==> config.mk <==
export PLATFORM = sky130hd
export DESIGN_NAME = tdm_fsg_top
export DESIGN_NICKNAME = d
export VERILOG_FILES = /design/src/rtl/tdm_fsg_pkg.sv /design/src/rtl/tdm_fsg_regs.sv /design/src/rtl/tdm_fsg_counter.sv /design/src/rtl/tdm_fsg_sync.sv /design/src/rtl/tdm_fsg_top.sv
export SDC_FILE = /design/constraint.sdc
export NUM_CORES = 1
export LEC_CHECK = 0
export ABC_AREA = 1
export CAP_MARGIN = 0
export CORE_UTILIZATION = 54
export CTS_CLUSTER_DIAMETER = 150
export DETAILED_ROUTE_END_ITERATION = 12
export GPL_ROUTABILITY_DRIVEN = 0
export PLACE_DENSITY = 0.8
export SYNTH_ARGS = -nofsm -noshare
export SYNTH_HDL_FRONTEND = slang
export SYNTH_SLANG_ARGS = --single-unit
==> constraint.sdc <==
create_clock -name clk_i -period 4.5 [get_ports clk_i]
set_input_delay 0.45 -clock clk_i [delete_from_list [all_inputs] [get_ports clk_i]]
set_output_delay 0.45 -clock clk_i [all_outputs]
set_load 0.03 [all_outputs]
==> src/rtl/tdm_fsg_pkg.sv <==
package tdm_fsg_pkg;
  localparam int ADDR_W = 2;
  localparam int CTRL_W = 4;

  localparam logic [ADDR_W-1:0] ADDR_CTRL = 2'd0;
  localparam logic [ADDR_W-1:0] ADDR_DIV  = 2'd1;
  localparam logic [ADDR_W-1:0] ADDR_SLOT = 2'd2;

  // bit 0 enable is fixed by software; others packed above it
  typedef struct packed {
    logic early;
    logic sync_long;
    logic follower;
    logic enable;
  } ctrl_t;
endpackage

==> src/rtl/tdm_fsg_regs.sv <==
module tdm_fsg_regs
  import tdm_fsg_pkg::*;
#(
  parameter int DATA_W   = 16,
  parameter int DIV_W    = 10,
  parameter int SLEN_W   = 6,
  parameter int SCNT_W   = 4,
  parameter int DIV_RST  = 63,
  parameter int SLEN_RST = 16,
  parameter int SCNT_RST = 2
) (
  input  logic              clk_i,
  input  logic              rst_ni,
  input  logic              wr_en_i,
  input  logic [ADDR_W-1:0] wr_addr_i,
  input  logic [DATA_W-1:0] wr_data_i,
  output ctrl_t             ctrl_o,
  output logic [DIV_W-1:0]  div_o,
  output logic [SLEN_W-1:0] slen_o,
  output logic [SCNT_W-1:0] scnt_o,
  output logic              cfg_err_o
);
  localparam int PROD_W = SLEN_W + SCNT_W;
  localparam int CMP_W  = (DIV_W + 1 > PROD_W) ? DIV_W + 1 : PROD_W;

  ctrl_t             ctrl_q;
  logic [DIV_W-1:0]  div_q;
  logic [SLEN_W-1:0] slen_q;
  logic [SCNT_W-1:0] scnt_q;

  always_ff @(posedge clk_i or negedge rst_ni) begin
    if (!rst_ni) begin
      ctrl_q <= '0;
      div_q  <= DIV_W'(DIV_RST);
      slen_q <= SLEN_W'(SLEN_RST);
      scnt_q <= SCNT_W'(SCNT_RST);
    end else if (wr_en_i) begin
      case (wr_addr_i)
        ADDR_CTRL: ctrl_q <= ctrl_t'(wr_data_i[CTRL_W-1:0]);
        ADDR_DIV:  div_q  <= wr_data_i[DIV_W-1:0];
        ADDR_SLOT: begin
          slen_q <= wr_data_i[SLEN_W-1:0];
          scnt_q <= wr_data_i[PROD_W-1:SLEN_W];
        end
        default: ;
      endcase
    end
  end

  logic [CMP_W-1:0] frame_len, need_len;
  logic             short_err, long_err;

  always_comb begin
    frame_len = CMP_W'(div_q) + CMP_W'(1);
    need_len  = CMP_W'(slen_q) * CMP_W'(scnt_q);
    short_err = (slen_q == '0) || (scnt_q == '0) || (frame_len < need_len);
    long_err  = ctrl_q.sync_long && (scnt_q <= SCNT_W'(1)) &&
                (frame_len <= CMP_W'(slen_q));
  end

  assign ctrl_o    = ctrl_q;
  assign div_o     = div_q;
  assign slen_o    = slen_q;
  assign scnt_o    = scnt_q;
  assign cfg_err_o = short_err || long_err;
endmodule

==> src/rtl/tdm_fsg_counter.sv <==
module tdm_fsg_counter #(
  parameter int DIV_W  = 10,
  parameter int SLEN_W = 6,
  parameter int SCNT_W = 4
) (
  input  logic              clk_i,
  input  logic              rst_ni,
  input  logic              run_i,
  input  logic              follower_i,
  input  logic              ext_sync_i,
  input  logic [DIV_W-1:0]  div_i,
  input  logic [SLEN_W-1:0] slen_i,
  input  logic [SCNT_W-1:0] scnt_i,
  output logic [DIV_W-1:0]  bit_cnt_o,
  output logic [SCNT_W-1:0] slot_idx_o,
  output logic              slot_start_o
);
  logic [DIV_W-1:0]  bit_cnt_q;
  logic [SLEN_W-1:0] slot_bit_q;
  logic [SCNT_W-1:0] slot_idx_q;
  logic              ext_prev_q;
  logic              ext_rise, wrap, restart, slot_end;

  assign ext_rise = follower_i && ext_sync_i && !ext_prev_q;
  // >= so a divider shrunk mid-frame still wraps promptly
  assign wrap     = bit_cnt_q >= div_i;
  assign restart  = !run_i || ext_rise || wrap;
  assign slot_end = slot_bit_q == slen_i - SLEN_W'(1);

  always_ff @(posedge clk_i or negedge rst_ni) begin
    if (!rst_ni) begin
      bit_cnt_q  <= '0;
      slot_bit_q <= '0;
      slot_idx_q <= '0;
      ext_prev_q <= 1'b0;
    end else begin
      ext_prev_q <= ext_sync_i;
      if (restart) begin
        bit_cnt_q  <= '0;
        slot_bit_q <= '0;
        slot_idx_q <= '0;
      end else begin
        bit_cnt_q <= bit_cnt_q + DIV_W'(1);
        if (slot_end) begin
          slot_bit_q <= '0;
          if (slot_idx_q < scnt_i) slot_idx_q <= slot_idx_q + SCNT_W'(1);
        end else begin
          slot_bit_q <= slot_bit_q + SLEN_W'(1);
        end
      end
    end
  end

  assign bit_cnt_o    = bit_cnt_q;
  assign slot_idx_o   = run_i ? slot_idx_q : '0;
  assign slot_start_o = run_i && (slot_bit_q == '0) && (slot_idx_q < scnt_i);
endmodule

==> src/rtl/tdm_fsg_sync.sv <==
module tdm_fsg_sync #(
  parameter int DIV_W  = 10,
  parameter int SLEN_W = 6
) (
  input  logic              run_i,
  input  logic              follower_i,
  input  logic              sync_long_i,
  input  logic              early_i,
  input  logic [DIV_W-1:0]  bit_cnt_i,
  input  logic [DIV_W-1:0]  div_i,
  input  logic [SLEN_W-1:0] slen_i,
  output logic              fsync_o,
  output logic              frame_start_o
);
  assign frame_start_o = run_i && (bit_cnt_i == '0);

  always_comb begin
    fsync_o = 1'b0;
    if (run_i && !follower_i) begin
      if (sync_long_i)  fsync_o = bit_cnt_i < DIV_W'(slen_i);
      else if (early_i) fsync_o = bit_cnt_i == div_i;
      else              fsync_o = bit_cnt_i == '0;
    end
  end
endmodule

==> src/rtl/tdm_fsg_top.sv <==
module tdm_fsg_top
  import tdm_fsg_pkg::*;
#(
  parameter int DATA_W = 16,
  parameter int DIV_W  = 10,
  parameter int SLEN_W = 6,
  parameter int SCNT_W = 4
) (
  input  logic              clk_i,
  input  logic              rst_ni,
  input  logic              wr_en_i,
  input  logic [1:0]        wr_addr_i,
  input  logic [DATA_W-1:0] wr_data_i,
  input  logic              ext_sync_i,
  output logic              fsync_o,
  output logic              frame_start_o,
  output logic              slot_start_o,
  output logic [SCNT_W-1:0] slot_idx_o,
  output logic              cfg_err_o
);
  ctrl_t             cfg_ctrl;
  logic [DIV_W-1:0]  cfg_div;
  logic [SLEN_W-1:0] cfg_slen;
  logic [SCNT_W-1:0] cfg_scnt;
  logic [DIV_W-1:0]  bit_cnt;
  logic              run;

  tdm_fsg_regs #(
    .DATA_W(DATA_W), .DIV_W(DIV_W), .SLEN_W(SLEN_W), .SCNT_W(SCNT_W)
  ) u_regs (
    .clk_i(clk_i), .rst_ni(rst_ni), .wr_en_i(wr_en_i),
    .wr_addr_i(wr_addr_i), .wr_data_i(wr_data_i),
    .ctrl_o(cfg_ctrl), .div_o(cfg_div), .slen_o(cfg_slen),
    .scnt_o(cfg_scnt), .cfg_err_o(cfg_err_o)
  );

  assign run = cfg_ctrl.enable && !cfg_err_o;

  tdm_fsg_counter #(
    .DIV_W(DIV_W), .SLEN_W(SLEN_W), .SCNT_W(SCNT_W)
  ) u_cnt (
    .clk_i(clk_i), .rst_ni(rst_ni), .run_i(run),
    .follower_i(cfg_ctrl.follower), .ext_sync_i(ext_sync_i),
    .div_i(cfg_div), .slen_i(cfg_slen), .scnt_i(cfg_scnt),
    .bit_cnt_o(bit_cnt), .slot_idx_o(slot_idx_o), .slot_start_o(slot_start_o)
  );

  tdm_fsg_sync #(
    .DIV_W(DIV_W), .SLEN_W(SLEN_W)
  ) u_sync (
    .run_i(run), .follower_i(cfg_ctrl.follower),
    .sync_long_i(cfg_ctrl.sync_long), .early_i(cfg_ctrl.early),
    .bit_cnt_i(bit_cnt), .div_i(cfg_div), .slen_i(cfg_slen),
    .fsync_o(fsync_o), .frame_start_o(frame_start_o)
  );
endmodule

Word-level counts from Yosys, hierarchy flattened
Cells that the tools add are included.

cells by class
  $lt $le $gt $ge = 6
  shift operators = 0
  divide/modulo/power cells = 0
  $mul = 1
  equal/unequal tests = 4
  bitwise logic cells = 0
  add/sub/neg operators = 5
  reduce and logical (&&, ||, !) cells = 29
  mux-type cells = 10

operators by type and width
  cell                                                             number
  two-way mux 4 bit                                                4
  logical NOT 6 bit                                                2
  two-way mux 6 bit                                                2
  adder 10 x 1 -> 11 bit (second input constant)                   1
  less-or-equal comparator 11 x 6 -> 1 bit                         1
  less-than comparator 11 x 10 -> 1 bit                            1
  adder 10 x 1 -> 10 bit (second input constant)                   1
  equality test 10 bit                                             1
  >= comparator 10 bit                                             1
  logical NOT 10 bit                                               1
  less-than comparator 10 x 6 -> 1 bit                             1
  multiplier 6 x 4 -> 10 bit                                       1
  two-way mux 10 bit                                               1
  logical AND 1 bit                                                9
  AND reduction 2 bit                                              4
  adder 6 x 1 -> 6 bit (second input constant)                     1
  equality test 6 bit                                              1
  subtractor 6 x 1 -> 6 bit (second input constant)                1
  logical OR 1 bit                                                 5
  adder 4 x 1 -> 4 bit (second input constant)                     1
  less-or-equal comparator 4 x 1 -> 1 bit (second input constant)  1
  logical NOT 1 bit                                                4
  logical NOT 4 bit                                                1
  less-than comparator 4 bit                                       1
  other kinds (5)                                                  8

word-level totals
  word-level logic and storage cells = 66
  register bits = 45
  bits in read-only memories = 0
  input bits = 22
  memories kept = 0
  latch bits = 0
  memory bits (writable) = 0
  output and inout port bits = 8

Depth between registers and ports, before layout
  depth after elaboration = 11
  gate-level depth with buffers = 27
  depth with buffers taken out = 25

By module
Synthesis repeated with hierarchy kept, for this count alone.

second synthesis, totals
  cell total of the unflattened synthesis = 640
  area total of the unflattened synthesis = 4329.2 um2

modules (own cells, without submodules)
  module           seq. area each (um2)  instances  cells an instance  area each (um2)
  tdm_fsg_regs     610.6                 1          316                2263.4
  tdm_fsg_counter  525.5                 1          242                1631.6
  tdm_fsg_sync     0.0                   1          80                 424.2
  tdm_fsg_top      0.0                   1          2                  10.0

Worst setup path before layout
No wires, ideal clock.

  path kind = reg2out
  from = register u_regs.scnt_q[3] (netlist: u_regs.scnt_o[3])
  to = output port frame_start_o
  path buffers = 1
  arrival = 4.347 ns
  required time = 4.050 ns
  setup slack = -0.297 ns
  stages on the path, launching flop included = 27
  cells stage by stage = dfrtp_1 -> clkbuf_1 -> nand2_1 -> inv_1 -> fa_1 -> inv_1 -> fa_1 -> inv_1 -> ha_1 -> a21oi_1 -> nand2_1 -> nand2_1 -> nand2_1 -> nand2_1 -> nand2_1 -> a21o_1 -> a21oi_1 -> inv_1 -> nand2_1 -> nand2_1 -> ha_1 -> inv_1 -> o211ai_1 -> inv_1 -> a21oi_2 -> nand3_1 -> nor2_1

between the ends
  longest elaborated chain between the ends = 7
  elaborated cells between the ends (all ways) = 12
  classes of those cells = 1 x mul; 2 x order compare; 9 x reduce/logical

RTL lines
  what                                                           RTL line                                RTL
  start, declared                                                tdm_fsg_regs.sv:29                      logic [SCNT_W-1:0] scnt_q;
  start signal, assigned                                         tdm_fsg_regs.sv:36                      scnt_q <= SCNT_W'(SCNT_RST);
  start signal, assigned                                         tdm_fsg_regs.sv:43                      scnt_q <= wr_data_i[PROD_W-1:SLEN_W];
  multiplier 6 x 4 -> 10 bit (tied with other cells)             tdm_fsg_regs.sv:55                      need_len = CMP_W'(slen_q) * CMP_W'(scnt_q);
  less-than comparator 11 x 10 -> 1 bit (tied with other cells)  tdm_fsg_regs.sv:56                      short_err = (slen_q == '0) || (scnt_q == '0) || (frame_len < need_len);
  logical OR 1 bit / logical AND 1 bit (equally long branches)   tdm_fsg_regs.sv:56, tdm_fsg_regs.sv:57
  logical OR 1 bit *                                             tdm_fsg_regs.sv:65                      assign cfg_err_o = short_err || long_err;
  logical NOT 1 bit *                                            tdm_fsg_top.sv:37                       assign run = cfg_ctrl.enable && !cfg_err_o;
  logical AND 1 bit *                                            tdm_fsg_top.sv:37
  logical AND 1 bit *                                            tdm_fsg_sync.sv:15                      assign frame_start_o = run_i && (bit_cnt_i == '0);
  end, declared                                                  tdm_fsg_top.sv:16                       output logic frame_start_o,

Every way passes the cells marked *; elsewhere a longest branch is shown, timed or not.

Worst setup path in the final report
  from = register u_regs.scnt_q[1] (netlist: u_regs.scnt_o[1])
  to = output port slot_idx_o[3]

between the ends
  longest elaborated chain between the ends = 7
  elaborated cells between the ends (all ways) = 12
  classes of those cells = 1 x mul; 2 x order compare; 1 x mux; 8 x reduce/logical

RTL lines
  what                                                           RTL line                                RTL
  multiplier 6 x 4 -> 10 bit (tied with other cells)             tdm_fsg_regs.sv:55
  less-than comparator 11 x 10 -> 1 bit (tied with other cells)  tdm_fsg_regs.sv:56
  logical OR 1 bit / logical AND 1 bit (equally long branches)   tdm_fsg_regs.sv:56, tdm_fsg_regs.sv:57
  logical OR 1 bit *                                             tdm_fsg_regs.sv:65
  logical NOT 1 bit *                                            tdm_fsg_top.sv:37
  logical AND 1 bit *                                            tdm_fsg_top.sv:37
  two-way mux 4 bit *                                            tdm_fsg_counter.sv:55                   assign slot_idx_o = run_i ? slot_idx_q : '0;
  end, declared                                                  tdm_fsg_top.sv:18                       output logic [SCNT_W-1:0] slot_idx_o,

Marked as above.

==> impl_results.md <==
* Final net count at 673
* Drt wl/cell at 14.1 um
* Max Root-Sink Buffers at 2
* Vias in the first global route at 3675
* CORE AREA at 0.00725 sq mm
* GRT Total Usage at 0.271
* Crit. End Element: output pin
* WP data arrival at 4480 ps
* Skew-Pair Late Insertion Delay at 300 ps
* CTS buffer count at 5
* Input/output buffers at 23
* Layout area overhead at 19.5%
* CTS tree: built
* VDD IR max at 0.242 mV
* First-pass GRT wire length at 16200 um
* Status: finished, violations left
* CP max FO at 7
* DR DRC count at 0
* DR vias at 3644
* Initial Util at 0.557
* Setup WS post-layout at -428 ps
* Leak pwr at 2.50 nW
* Reg clk slew, reported paths at 80 ps
* Post-layout util at 0.666
* Fillers at 608
* EDFF count, synth at 0
* Most frequent cell after synthesis: nand2_1
* Final Max Tran Viols at 0
* DIE AREA at 0.00783 sq mm
* Routed Antenna Nets at 0
* Crit path kind: flop to output pin
* Yosys top cell area share at 0.229
* Initial antenna violation count at 0
* Register area at 0.00114 sq mm
* H-Tree Depth at 2
* Via/cell ratio at 5.29
* Worst hold path type: input port to asynchronous set/reset pin
* Data required, critical path at 4050 ps
* MaxCap Viol Count at 0
* WL final at 9700 um
* Syn avg cell area at 7.43 sq um
* Total negative slack at -4280 ps
* Rel. slew slack at 0.339
* First drt pass iteration count at 4
* Synth Cell Area at 0.00404 sq mm
* # hold bufs at CTS at 0
* Top cells by area, synth: dfrtp_1, ha_1, nand2_1, inv_1, dfstp_2
* I/O pin count at 30
* Commonest cells post-synth: nand2_1, inv_1, ha_1
* Synth async-reset ratio at 1.00
* Iteration-0 DRC count of the detailed router at 211
* DP HPWL at 7490 um
* Multi-input logic area at 0.00264 sq mm
* Antenna diodes at 0
* Cells after Synth at 544
* Top cell type by total area after synthesis: dfrtp_1
* Clock Tree Root: clkbuf_8
* Largest net degree at the start of global routing at 46
* Flops & latches, synth at 45
* Die W at 88.5 um
* PD cells at 326 mW/mm^2
* Fmax at 0.203 GHz
* Synth warn at 0
* Tmin final at 4930 ps
* Post-Layout Cell Count at 689
* Syn Nets at 628
* GRT Residual Overflow at 0
* Tightest Pin Transition at 992 ps
* Top_reg_cell synth: dfrtp_1
* Setup-failing EPs final at 28
* Chip Height at 88.5 um
* CTS sink cnt at 45
* Proportion of layout cells with a drive suffix above 1 at 0.200
* Placed Cells incl. Taps at 671
* CP Launch Type: flop
* Failing checks: setup timing
* Seq/Total Area, Yosys at 0.281
* Clk_skew at 5.18 ps
* Yosys cell types at 39
* Final Hold Viols at 0
* RSZ-0062 raised after global routing: yes
* Row cnt at 31
* Fin crit share at 1.10
path summary, 6_finish.rpt:
path / depth (start not counted) / startpoint / slack (ps) / endpoint
max: 19 / u_regs.scnt_o[1] / -430 / slot_idx_o[3]
min: 1 / rst_ni / 310 / u_cnt.bit_cnt_o[7]
max reg2reg: 20 / u_regs.scnt_o[1] / -70 / u_cnt.bit_cnt_o[5]
min reg2reg: 1 / u_cnt.bit_cnt_o[0] / 510 / u_cnt.bit_cnt_o[0]
max in group asynchronous: 1 / rst_ni / 3510 / u_regs.scnt_o[2]
min in group clk_i: 1 / u_cnt.bit_cnt_o[0] / 510 / u_cnt.bit_cnt_o[0]
registers in the layout, indices dropped and copies added, names as in the netlist:
register,flops
u_cnt.bit_cnt_o,10
u_regs.div_o,10
u_regs.slen_o,6
u_regs.scnt_o,4
u_regs.ctrl_o,4
u_cnt.slot_idx_q,4
u_cnt.slot_bit_q,6
u_cnt.ext_prev_q,1
kinds of logic (layout without fill, tap and decap cells):
group	Yosys count	in the layout	synth area share
buffers and inverters	115	161	0.112
flip-flops	45	45	0.281
AND/OR/NAND/NOR	240	240	0.272
AO/OA/AOI/OAI	64	64	0.0889
adder cells (fa/ha/maj)	62	62	0.207
XOR/XNOR	18	18	0.0390
metrics by stage:
step                area (sq um)  setup WS, ps  power, W  hold WS [ps]
floorplan                   4140          5.42   0.00102           154
global placement            4520          -120   0.00119           479
detailed placement          4520          -287   0.00123           488
CTS                         4750          -467   0.00152           347
global route                4830          -666   0.00170           394
finish                      4830          -428   0.00157           312
area by class of cell:
type                       instances  area share
clock buffer                       8      0.0187
sequential                        45       0.236
multi-input combinational        384       0.547
inverter                         102      0.0793
timing repair buffer              51      0.0938
tap                               99      0.0257
layout by cell type, fill, tap and decap left out, types with 10 or more instances in the layout:
cell and instances:
a21oi_1 16, buf_4 26, buf_6 10, clkdlybuf4s50_1 14, dfrtp_1 36, ha_1 50
inv_1 94, nand2_1 119, nand2_2 10, nand3_1 29, nor2_1 25, nor2_2 20
o21ai_0 28, xor2_1 12
what timing repair did:
item	in CTS	in global routing
pin swaps	9	9
endpoints found under the setup margin	28	28
gates cloned	0	0
gates resized for setup	23	14
buffers inserted	8	2
per-layer routing:
| metal | part of all wire | global-route usage |
|---|---|---|
| met1 | 0.43 | 0.326 |
| met2 | 0.51 | 0.485 |
| met3 | 0.035 | 0.0345 |
| met4 | 0.028 | 0.116 |
| met5 | 0 | 0 |
power breakdown:
part / internal, W / switching [W] / leakage, nW
logic: 0.000334 / 0.000469 / 1.88
registers: 0.000454 / 0.0000571 / 0.572
clock network: 0.000125 / 0.000133 / 0.0455
critical path: stages (launching register included):
cell	delay, ps
dfstp_2	590
nand2_2	70
fa_1	480
fa_1	570
inv_2	60
fa_2	390
a21oi_1	140
o21ai_1	100
nand2_1	80
nand2_1	70
a21oi_2	140
xor2_1	100
ha_1	320
a21oi_1	80
o211ai_1	180
inv_1	90
a21oi_4	180
nand3_4	240
nor2_4	150
buf_6	140
No activity file was read; power rests on OpenSTA's default activity.
